**config.mk**
```make
export PLATFORM = sky130hd
export DESIGN_NAME = cap_rec_framer
export DESIGN_NICKNAME = d
export VERILOG_FILES = /design/src/rtl/cap_rec_pkg.sv /design/src/rtl/cap_rec_fifo.sv /design/src/rtl/cap_rec_admit.sv /design/src/rtl/cap_rec_emit.sv /design/src/rtl/cap_rec_framer.sv
export SDC_FILE = /design/constraint.sdc
export NUM_CORES = 1
export LEC_CHECK = 0
export ABC_AREA = 1
export BUFFER_PORTS_ARGS = -buffer_cell sky130_fd_sc_hd__clkbuf_2
export CORE_MARGIN = 5
export CORE_UTILIZATION = 50
export DETAILED_ROUTE_END_ITERATION = 8
export GPL_TIMING_DRIVEN = 0
export PLACE_DENSITY = 0.66
export SLEW_MARGIN = 20
export SYNTH_ARGS = -nofsm -noshare
export SYNTH_HDL_FRONTEND = slang
export SYNTH_SLANG_ARGS = --single-unit
```
**constraint.sdc**
```tcl
create_clock -name clk_i -period 12.2 [get_ports clk_i]
set_clock_uncertainty 0.2 [all_clocks]
set_input_delay 0.61 -clock clk_i [delete_from_list [all_inputs] [get_ports clk_i]]
set_output_delay 0.61 -clock clk_i [all_outputs]
set_load 0.005 [all_outputs]
```
**src/rtl/cap_rec_pkg.sv**
```systemverilog
package cap_rec_pkg;
  localparam int LEN_W       = 16;
  localparam int LOSS_W      = 16;
  localparam int TS_W        = 64;
  localparam int LEAD_BYTES  = 18;  // header plus offset/pad
  localparam int ALIGN_BYTES = 8;   // snap-mode record granule, power of two
  localparam logic [7:0] REC_TYPE_ETH = 8'd2;

  typedef struct packed {
    logic [TS_W-1:0]   ts;
    logic [LEN_W-1:0]  rlen;
    logic [LEN_W-1:0]  wlen;
    logic [LEN_W-1:0]  cap;
    logic [LOSS_W-1:0] loss;
    logic              trunc;
  } rec_desc_t;
endpackage

```
**src/rtl/cap_rec_fifo.sv**
```systemverilog
module cap_rec_fifo #(
  parameter int W     = 8,
  parameter int DEPTH = 16
) (
  input  logic         clk_i,
  input  logic         rst_ni,
  input  logic         push_i,
  input  logic [W-1:0] din_i,
  input  logic         pop_i,
  output logic [W-1:0] dout_o,
  output logic         full_o,
  output logic         empty_o
);
  localparam int AW = (DEPTH > 1) ? $clog2(DEPTH) : 1;
  localparam logic [AW:0]   FULL_CNT = (AW+1)'(DEPTH);
  localparam logic [AW-1:0] LAST_PTR = AW'(DEPTH - 1);

  logic [W-1:0]  mem_q [DEPTH];
  logic [AW-1:0] wr_q, rd_q;
  logic [AW:0]   cnt_q;
  logic          do_push, do_pop;

  assign full_o  = (cnt_q == FULL_CNT);
  assign empty_o = (cnt_q == '0);
  assign dout_o  = mem_q[rd_q];
  assign do_push = push_i && !full_o;
  assign do_pop  = pop_i && !empty_o;

  always_ff @(posedge clk_i) begin
    if (do_push) mem_q[wr_q] <= din_i;
  end

  always_ff @(posedge clk_i or negedge rst_ni) begin
    if (!rst_ni) begin
      wr_q  <= '0;
      rd_q  <= '0;
      cnt_q <= '0;
    end else begin
      if (do_push) wr_q <= (wr_q == LAST_PTR) ? '0 : wr_q + AW'(1);
      if (do_pop)  rd_q <= (rd_q == LAST_PTR) ? '0 : rd_q + AW'(1);
      case ({do_push, do_pop})
        2'b10:   cnt_q <= cnt_q + (AW+1)'(1);
        2'b01:   cnt_q <= cnt_q - (AW+1)'(1);
        default: cnt_q <= cnt_q;
      endcase
    end
  end

  assert_no_overflow_R6: assert property (@(posedge clk_i) disable iff (!rst_ni)
    push_i |-> !full_o);
  assert_no_underflow_R9: assert property (@(posedge clk_i) disable iff (!rst_ni)
    pop_i |-> !empty_o);
endmodule

```
**src/rtl/cap_rec_admit.sv**
```systemverilog
module cap_rec_admit
  import cap_rec_pkg::*;
(
  input  logic              clk_i,
  input  logic              rst_ni,
  input  logic              in_valid_i,
  input  logic              in_sof_i,
  input  logic              in_eof_i,
  input  logic [7:0]        in_data_i,
  input  logic [LEN_W-1:0]  in_wlen_i,
  input  logic [TS_W-1:0]   in_ts_i,
  input  logic              snap_en_i,
  input  logic [LEN_W-1:0]  snap_len_i,
  input  logic [LEN_W-1:0]  space_i,
  input  logic              desc_full_i,
  input  logic              data_full_i,
  output logic              desc_push_o,
  output rec_desc_t         desc_o,
  output logic              data_push_o,
  output logic [7:0]        data_o
);
  localparam logic [LEN_W-1:0] LEAD     = LEN_W'(LEAD_BYTES);
  localparam logic [LEN_W-1:0] ROUND_UP = LEN_W'(LEAD_BYTES + ALIGN_BYTES - 1);
  localparam logic [LEN_W-1:0] GRAN_MSK = ~LEN_W'(ALIGN_BYTES - 1);

  logic              sof_w, trunc_w, ok_w, admit_w, drop_w, more_w;
  logic [LEN_W-1:0]  cap_w, rlen_w;
  logic              keep_q;
  logic [LEN_W-1:0]  cnt_q, cap_q;
  logic [LOSS_W-1:0] loss_q;

  always_comb begin
    sof_w   = in_valid_i && in_sof_i;
    trunc_w = snap_en_i && (in_wlen_i > snap_len_i);
    cap_w   = trunc_w ? snap_len_i : in_wlen_i;
    rlen_w  = snap_en_i ? ((snap_len_i + ROUND_UP) & GRAN_MSK) : (in_wlen_i + LEAD);
    // decided once per frame, so a record is emitted whole or not at all
    ok_w    = (space_i >= rlen_w) && !desc_full_i && !data_full_i;
    admit_w = sof_w && ok_w;
    drop_w  = sof_w && !ok_w;
    more_w  = in_valid_i && !in_sof_i && keep_q && (cnt_q < cap_q);

    data_push_o  = (admit_w && (cap_w != '0)) || more_w;
    data_o       = in_data_i;
    desc_push_o  = admit_w;
    desc_o.ts    = in_ts_i;
    desc_o.rlen  = rlen_w;
    desc_o.wlen  = in_wlen_i;
    desc_o.cap   = cap_w;
    desc_o.loss  = loss_q;
    desc_o.trunc = trunc_w;
  end

  always_ff @(posedge clk_i or negedge rst_ni) begin
    if (!rst_ni) begin
      keep_q <= 1'b0;
      cnt_q  <= '0;
      cap_q  <= '0;
      loss_q <= '0;
    end else begin
      if (sof_w) begin
        keep_q <= admit_w && !in_eof_i;
        cnt_q  <= LEN_W'(1);
        cap_q  <= cap_w;
      end else if (in_valid_i) begin
        cnt_q <= cnt_q + LEN_W'(1);
        if (in_eof_i) keep_q <= 1'b0;
      end
      if (admit_w)                      loss_q <= '0;
      else if (drop_w && loss_q != '1)  loss_q <= loss_q + LOSS_W'(1);
    end
  end

  assert_lctr_clear_R7: assert property (@(posedge clk_i) disable iff (!rst_ni)
    admit_w |=> (loss_q == '0));
  assert_lctr_sat_R8: assert property (@(posedge clk_i) disable iff (!rst_ni)
    (drop_w && loss_q == '1) |=> (loss_q == '1));
  assert_drop_no_data_R6: assert property (@(posedge clk_i) disable iff (!rst_ni)
    drop_w |-> !data_push_o);
endmodule

```
**src/rtl/cap_rec_emit.sv**
```systemverilog
module cap_rec_emit
  import cap_rec_pkg::*;
(
  input  logic       clk_i,
  input  logic       rst_ni,
  input  logic       desc_empty_i,
  input  rec_desc_t  desc_i,
  output logic       desc_pop_o,
  input  logic       data_empty_i,
  input  logic [7:0] data_i,
  output logic       data_pop_o,
  output logic       rec_valid_o,
  output logic       rec_sof_o,
  output logic       rec_eof_o,
  output logic [7:0] rec_data_o
);
  localparam logic [LEN_W-1:0] LEAD = LEN_W'(LEAD_BYTES);

  logic             busy_q;
  rec_desc_t        cur_q;
  logic [LEN_W-1:0] idx_q;
  logic             in_data_w, stall_w, fire_w, last_w;
  logic [7:0]       byte_w;

  always_comb begin
    in_data_w = (idx_q >= LEAD) && (idx_q < LEAD + cur_q.cap);
    stall_w   = in_data_w && data_empty_i;
    fire_w    = busy_q && !stall_w;
    last_w    = (idx_q == cur_q.rlen - LEN_W'(1));
    desc_pop_o = !busy_q && !desc_empty_i;
    data_pop_o = fire_w && in_data_w;

    byte_w = 8'h00;
    if (idx_q < LEAD) begin
      case (idx_q[4:0])
        5'd8:    byte_w = REC_TYPE_ETH;
        5'd9:    byte_w = {7'b0, cur_q.trunc};
        5'd10:   byte_w = cur_q.rlen[15:8];
        5'd11:   byte_w = cur_q.rlen[7:0];
        5'd12:   byte_w = cur_q.loss[15:8];
        5'd13:   byte_w = cur_q.loss[7:0];
        5'd14:   byte_w = cur_q.wlen[15:8];
        5'd15:   byte_w = cur_q.wlen[7:0];
        5'd16,
        5'd17:   byte_w = 8'h00;
        default: byte_w = cur_q.ts[{idx_q[2:0], 3'b000} +: 8];  // little-endian stamp
      endcase
    end else if (in_data_w) begin
      byte_w = data_i;
    end
  end

  always_ff @(posedge clk_i or negedge rst_ni) begin
    if (!rst_ni) begin
      busy_q      <= 1'b0;
      cur_q       <= '0;
      idx_q       <= '0;
      rec_valid_o <= 1'b0;
      rec_sof_o   <= 1'b0;
      rec_eof_o   <= 1'b0;
      rec_data_o  <= '0;
    end else begin
      rec_valid_o <= fire_w;
      rec_sof_o   <= fire_w && (idx_q == '0);
      rec_eof_o   <= fire_w && last_w;
      if (fire_w) rec_data_o <= byte_w;
      if (desc_pop_o) begin
        busy_q <= 1'b1;
        cur_q  <= desc_i;
        idx_q  <= '0;
      end else if (fire_w) begin
        idx_q <= idx_q + LEN_W'(1);
        if (last_w) busy_q <= 1'b0;
      end
    end
  end

  assert_sof_valid_R9: assert property (@(posedge clk_i) disable iff (!rst_ni)
    rec_sof_o |-> rec_valid_o);
  assert_eof_gap_R9: assert property (@(posedge clk_i) disable iff (!rst_ni)
    (rec_valid_o && rec_eof_o) |=> !rec_valid_o);
  assert_hdr_burst_R1: assert property (@(posedge clk_i) disable iff (!rst_ni)
    rec_sof_o |=> (rec_valid_o && !rec_sof_o));
endmodule

```
**src/rtl/cap_rec_framer.sv**
```systemverilog
module cap_rec_framer
  import cap_rec_pkg::*;
#(
  parameter int DATA_DEPTH = 64,
  parameter int DESC_DEPTH = 4
) (
  input  logic        clk_i,
  input  logic        rst_ni,
  input  logic        in_valid_i,
  input  logic        in_sof_i,
  input  logic        in_eof_i,
  input  logic [7:0]  in_data_i,
  input  logic [15:0] in_wlen_i,
  input  logic [63:0] in_ts_i,
  input  logic        snap_en_i,
  input  logic [15:0] snap_len_i,
  input  logic [15:0] space_i,
  output logic        rec_valid_o,
  output logic        rec_sof_o,
  output logic        rec_eof_o,
  output logic [7:0]  rec_data_o
);
  localparam int DESC_W = $bits(rec_desc_t);

  rec_desc_t  push_desc, head_desc;
  logic       desc_push, desc_pop, desc_full, desc_empty;
  logic       data_push, data_pop, data_full, data_empty;
  logic [7:0] push_byte, head_byte;

  cap_rec_admit u_admit (
    .clk_i, .rst_ni, .in_valid_i, .in_sof_i, .in_eof_i, .in_data_i,
    .in_wlen_i, .in_ts_i, .snap_en_i, .snap_len_i, .space_i,
    .desc_full_i (desc_full),
    .data_full_i (data_full),
    .desc_push_o (desc_push),
    .desc_o      (push_desc),
    .data_push_o (data_push),
    .data_o      (push_byte)
  );

  cap_rec_fifo #(.W(DESC_W), .DEPTH(DESC_DEPTH)) u_desc_q (
    .clk_i, .rst_ni,
    .push_i (desc_push), .din_i (push_desc),
    .pop_i  (desc_pop),  .dout_o (head_desc),
    .full_o (desc_full), .empty_o (desc_empty)
  );

  cap_rec_fifo #(.W(8), .DEPTH(DATA_DEPTH)) u_data_q (
    .clk_i, .rst_ni,
    .push_i (data_push), .din_i (push_byte),
    .pop_i  (data_pop),  .dout_o (head_byte),
    .full_o (data_full), .empty_o (data_empty)
  );

  cap_rec_emit u_emit (
    .clk_i, .rst_ni,
    .desc_empty_i (desc_empty),
    .desc_i       (head_desc),
    .desc_pop_o   (desc_pop),
    .data_empty_i (data_empty),
    .data_i       (head_byte),
    .data_pop_o   (data_pop),
    .rec_valid_o, .rec_sof_o, .rec_eof_o, .rec_data_o
  );
endmodule

```
==> summary.txt <==
Critical path
  – Largest incremental delay on the critical path: roughly 0.7 ns
  – Setup slack of the worst register-to-register path: between 6 and 7 ns
  – Cell with the most instances on the worst path: sky130_fd_sc_hd__nand3_1
  – Startpoint types: primary input
  – Type of element capturing the critical path: flop
  – Worst endpoint data arrival time: approximately 7.5 ns
  – Highest-delay cell along the critical path: sky130_fd_sc_hd__nor2_4
  – Largest fanout on the critical path: 22
  – Worst flop-to-flop path startpoint: u_emit.cur_q[20]
  – Reg2reg end: u_data_q.cnt_q[6]
  – Launch point of the critical path: in_wlen_i[9]
  – Worst endpoint required time: roughly 12 ns
  – Depth of the most critical reg-to-reg path: 33
  – Path type of the worst setup path: in -> reg
  – End of the critical path: u_desc_q.mem_q[1][67]

Power
  – Sequential share of power: 0.530
  – Clock network power share: 0.442
  – Net switching power figure: about 0.0018 W
  – Logic pwr share: 0.028
  – Switching share of total power: 0.205
  – PnR Total Power: 0.00891 W
  – Pleak: between 20 and 25 nW
  – Cell area power density: between 100 and 150 mW/mm^2
  – Power Internal: 0.00709 W
  – Worst voltage drop across the vdd grid: about 110 uV

Worst hold path
  – Type of the most critical hold path: in -> reg

Floorplanning
  – Total Die Area: approximately 0.11 mm^2
  – Placement Rows: 120
  – Overall die width: 337 um
  – Number of top-level pins: between 100 and 150
  – Overall die height: 337 um
  – Effective utilization at floorplan: 0.501
  – Placeable Area: around 0.11 mm^2

Route
  – Mean number of vias per cell: 5.80
  – First-pass DRT Iterations: 6
  – WL/cell: 23.7 um
  – Post-detailed-route DRC marker count: 0
  – Final wirelength: ~150,000 um
  – Number of nets with antenna violations after detailed routing: 0
  – DRC violation total after the first TritonRoute iteration: about 4,300
  – Routed via count: 37,840

Global route
  – Antenna violations before repair: 3
  – GRT Resource Usage Total: 0.269
  – Largest net degree at the start of global routing: 78
  – Via count of the first global-routing pass: 36,424
  – Global-route wire length before repair: 229,000 um
  – GR Overflow Total: 0

Synthesis
  – Number of enable-type register cells in the synthesized netlist: around 1,000
  – Distinct cell type count after synthesis: 53
  – Number of cells produced by synthesis: around 4,600
  – Async set-reset flop share out of synthesis: 0.184
  – Primary FF master, synth: sky130_fd_sc_hd__edfxtp_1
  – Part of the Yosys area used for sequential elements: 0.686
  – Yosys warns: 0
  – Syn Nets: around 5,000
  – Register bit count reported by yosys: approximately 1,300
  – Synthesized area per cell: about 11 um^2
  – Combined area of all synthesized cells: 0.0534 mm^2

STA
  – Total negative setup slack: 0 ns
  – Final-report setup violation count: 0
  – Setup repair after global routing missed its margin: no
  – Worst slack on hold paths: 0.0325 ns
  – Worst slew margin: 0.251
  – Minimum clock period: approximately 7.3 ns
  – Worst Max-Slew Pin Slew: roughly 1.1 ns
  – Count of endpoints failing hold in the final timing report: 0
  – Final WS setup: approximately 4.9 ns
  – Final Max Slew Viols: 0
  – Final period util: 0.595
  – Maximum clock frequency: around 0.14 GHz

Clock tree
  – Number of gates resized after cts: 0
  – Total clock buffers created by CTS: 131
  – Source-to-sink clock delay at the later pin of the worst-skew pair: roughly 0.73 ns
  – Sinks on the clock net: 1,260
  – Clock-pin slew on the worst setup and hold paths: approximately 0.060 ns
  – Root buf cell: sky130_fd_sc_hd__clkbuf_16
  – CTS tree: yes
  – Bufs on Longest Clock Path: 3
  – Level count of the clock H-tree: 4

Placed design
  – Last weighted congestion value of the routability-driven placer: slightly below 1
  – Count of buffers from port buffering: around 140
  – Worst setup timing slack at the placement stage: about 4.6 ns
  – Post-DP HPWL: roughly 110,000 um

Finish
  – Post-synthesis to final-layout area growth: 15.2%
  – Utilization of the core after routing: 0.578
  – Fraction of layout instances using a drive strength above 1: 0.0832
  – Fin nets: between 5,000 and 6,000

Flow run
  – Max-cap check violation count: 0

Run status
  – Result of the run: complete, no violations
## routing by layer
metal / share of wire / wire (um) / track usage
met1: 0.40 / 62400 / 0.365
met2: 0.48 / 73700 / 0.441
met3: 0.079 / 12200 / 0.0408
met4: 0.041 / 6400 / 0.107
met5: 0.000084 / 13 / 0
## what timing repair did
action                    4_1_cts  5_1_grt
setup buffers                   0        0
hold endpoints to repair      319        0
hold buffers                   70        0
## how the worst min path moves through the flow
stage / startpoint / to / slack, ns / cells past startpoint
floorplan: rst_ni / u_admit.cap_q[0] / 0.11 / 0
global placement: u_admit.cnt_q[15] / u_admit.cnt_q[15] / 0.26 / 1
detailed placement: u_admit.cnt_q[15] / u_admit.cnt_q[15] / 0.27 / 1
CTS: in_wlen_i[10] / u_desc_q.mem_q[1][43] / 0.006 / 1
global route: in_wlen_i[13] / u_desc_q.mem_q[1][46] / 0.03 / 1
finish: in_wlen_i[13] / u_desc_q.mem_q[1][46] / 0.03 / 1
## flip-flops by register name, summed over array words and instances, names as in the netlist, 6 cells and up
name and cells:
u_data_q.cnt_q 7, u_data_q.rd_q 6, u_desc_q.mem_q 516, u_admit.cap_q 16, u_emit.cur_q 129, u_data_q.mem_q 512, u_emit.rec_data_o 8, u_data_q.wr_q 6
u_admit.cnt_q 16, u_emit.idx_q 16, u_admit.loss_q 16
## cells by family after synthesis
logic type,share of synthesized area
adder cells (fa/ha/maj),0.0209
AND/OR/NAND/NOR,0.122
flip-flops,0.686
multiplexers,0.00955
buffers and inverters,0.0389
XOR/XNOR,0.0105
AO/OA/AOI/OAI,0.112
## critical path: cells and delay by family
family,cells,cell delay [ns]
adder cells (fa/ha/maj),1,0.31
buffers and inverters,10,2.50
AND/OR/NAND/NOR,15,3.91
AO/OA/AOI/OAI,1,0.09
## cell usage in the layout (no fill, tap or decap), drive strengths merged, types with 13 or more instances in the layout
master	Yosys	final
a21oi	181	181
dlygate4sd3	0	70
clkbuf	202	525
a221oi	28	28
edfxtp	1028	1028
o22ai	102	102
ha	86	86
buf	45	76
nand3	184	184
nand2	535	535
mux2i	51	51
nor3	45	45
nand4	27	27
o21ai	615	615
a31oi	51	51
inv	291	294
xor2	51	51
clkinv	4	37
a32o	28	28
or2	36	36
o221ai	37	37
nor2	732	732
dfrtp	232	232
xnor2	13	13
## synth_stat cells (86+ instances only)
library cell,n,area (um^2)
sky130_fd_sc_hd__edfxtp_1,1028,30900
sky130_fd_sc_hd__o21ai_0,610,3050
sky130_fd_sc_hd__ha_1,86,1080
sky130_fd_sc_hd__nor2_1,730,2740
sky130_fd_sc_hd__clkbuf_1,202,758
sky130_fd_sc_hd__a21oi_1,180,901
sky130_fd_sc_hd__nand2_1,527,1980
sky130_fd_sc_hd__inv_1,287,1080
sky130_fd_sc_hd__o22ai_1,102,638
sky130_fd_sc_hd__dfrtp_1,232,5810
sky130_fd_sc_hd__nand3_1,180,901
## final cells by class
cell class,instances,area (um^2)
Clock buffer,188,3770
Clock inverter,47,454
Multi-Input combinational cell,2846,14700
Inverter,295,1110
Sequential cell,1260,36700
Timing Repair Buffer,236,2130
Buffer,247,971
Antenna cell,2,5.00
Tap cell,1403,1760
Fill cell,8742,45000
## through the flow
stage	cell area, um^2	std cells
floorplan	53400	4648
global placement	55900	6186
detailed placement	56700	6217
CTS	61600	6522
global route	61600	6524
finish	61600	6524
## power by group through the flow
| stage | Combinational (W) | Clock [W] | Sequential (W) |
|---|---|---|---|
| floorplan | 0.0000999 | 0 | 0.00479 |
| global placement | 0.000217 | 0 | 0.00481 |
| detailed placement | 0.000231 | 0 | 0.00481 |
| CTS | 0.000251 | 0.00397 | 0.00472 |
| global route | 0.000281 | 0.00416 | 0.00472 |
| finish | 0.000249 | 0.00394 | 0.00472 |
Power figures use the tool's default switching activity.
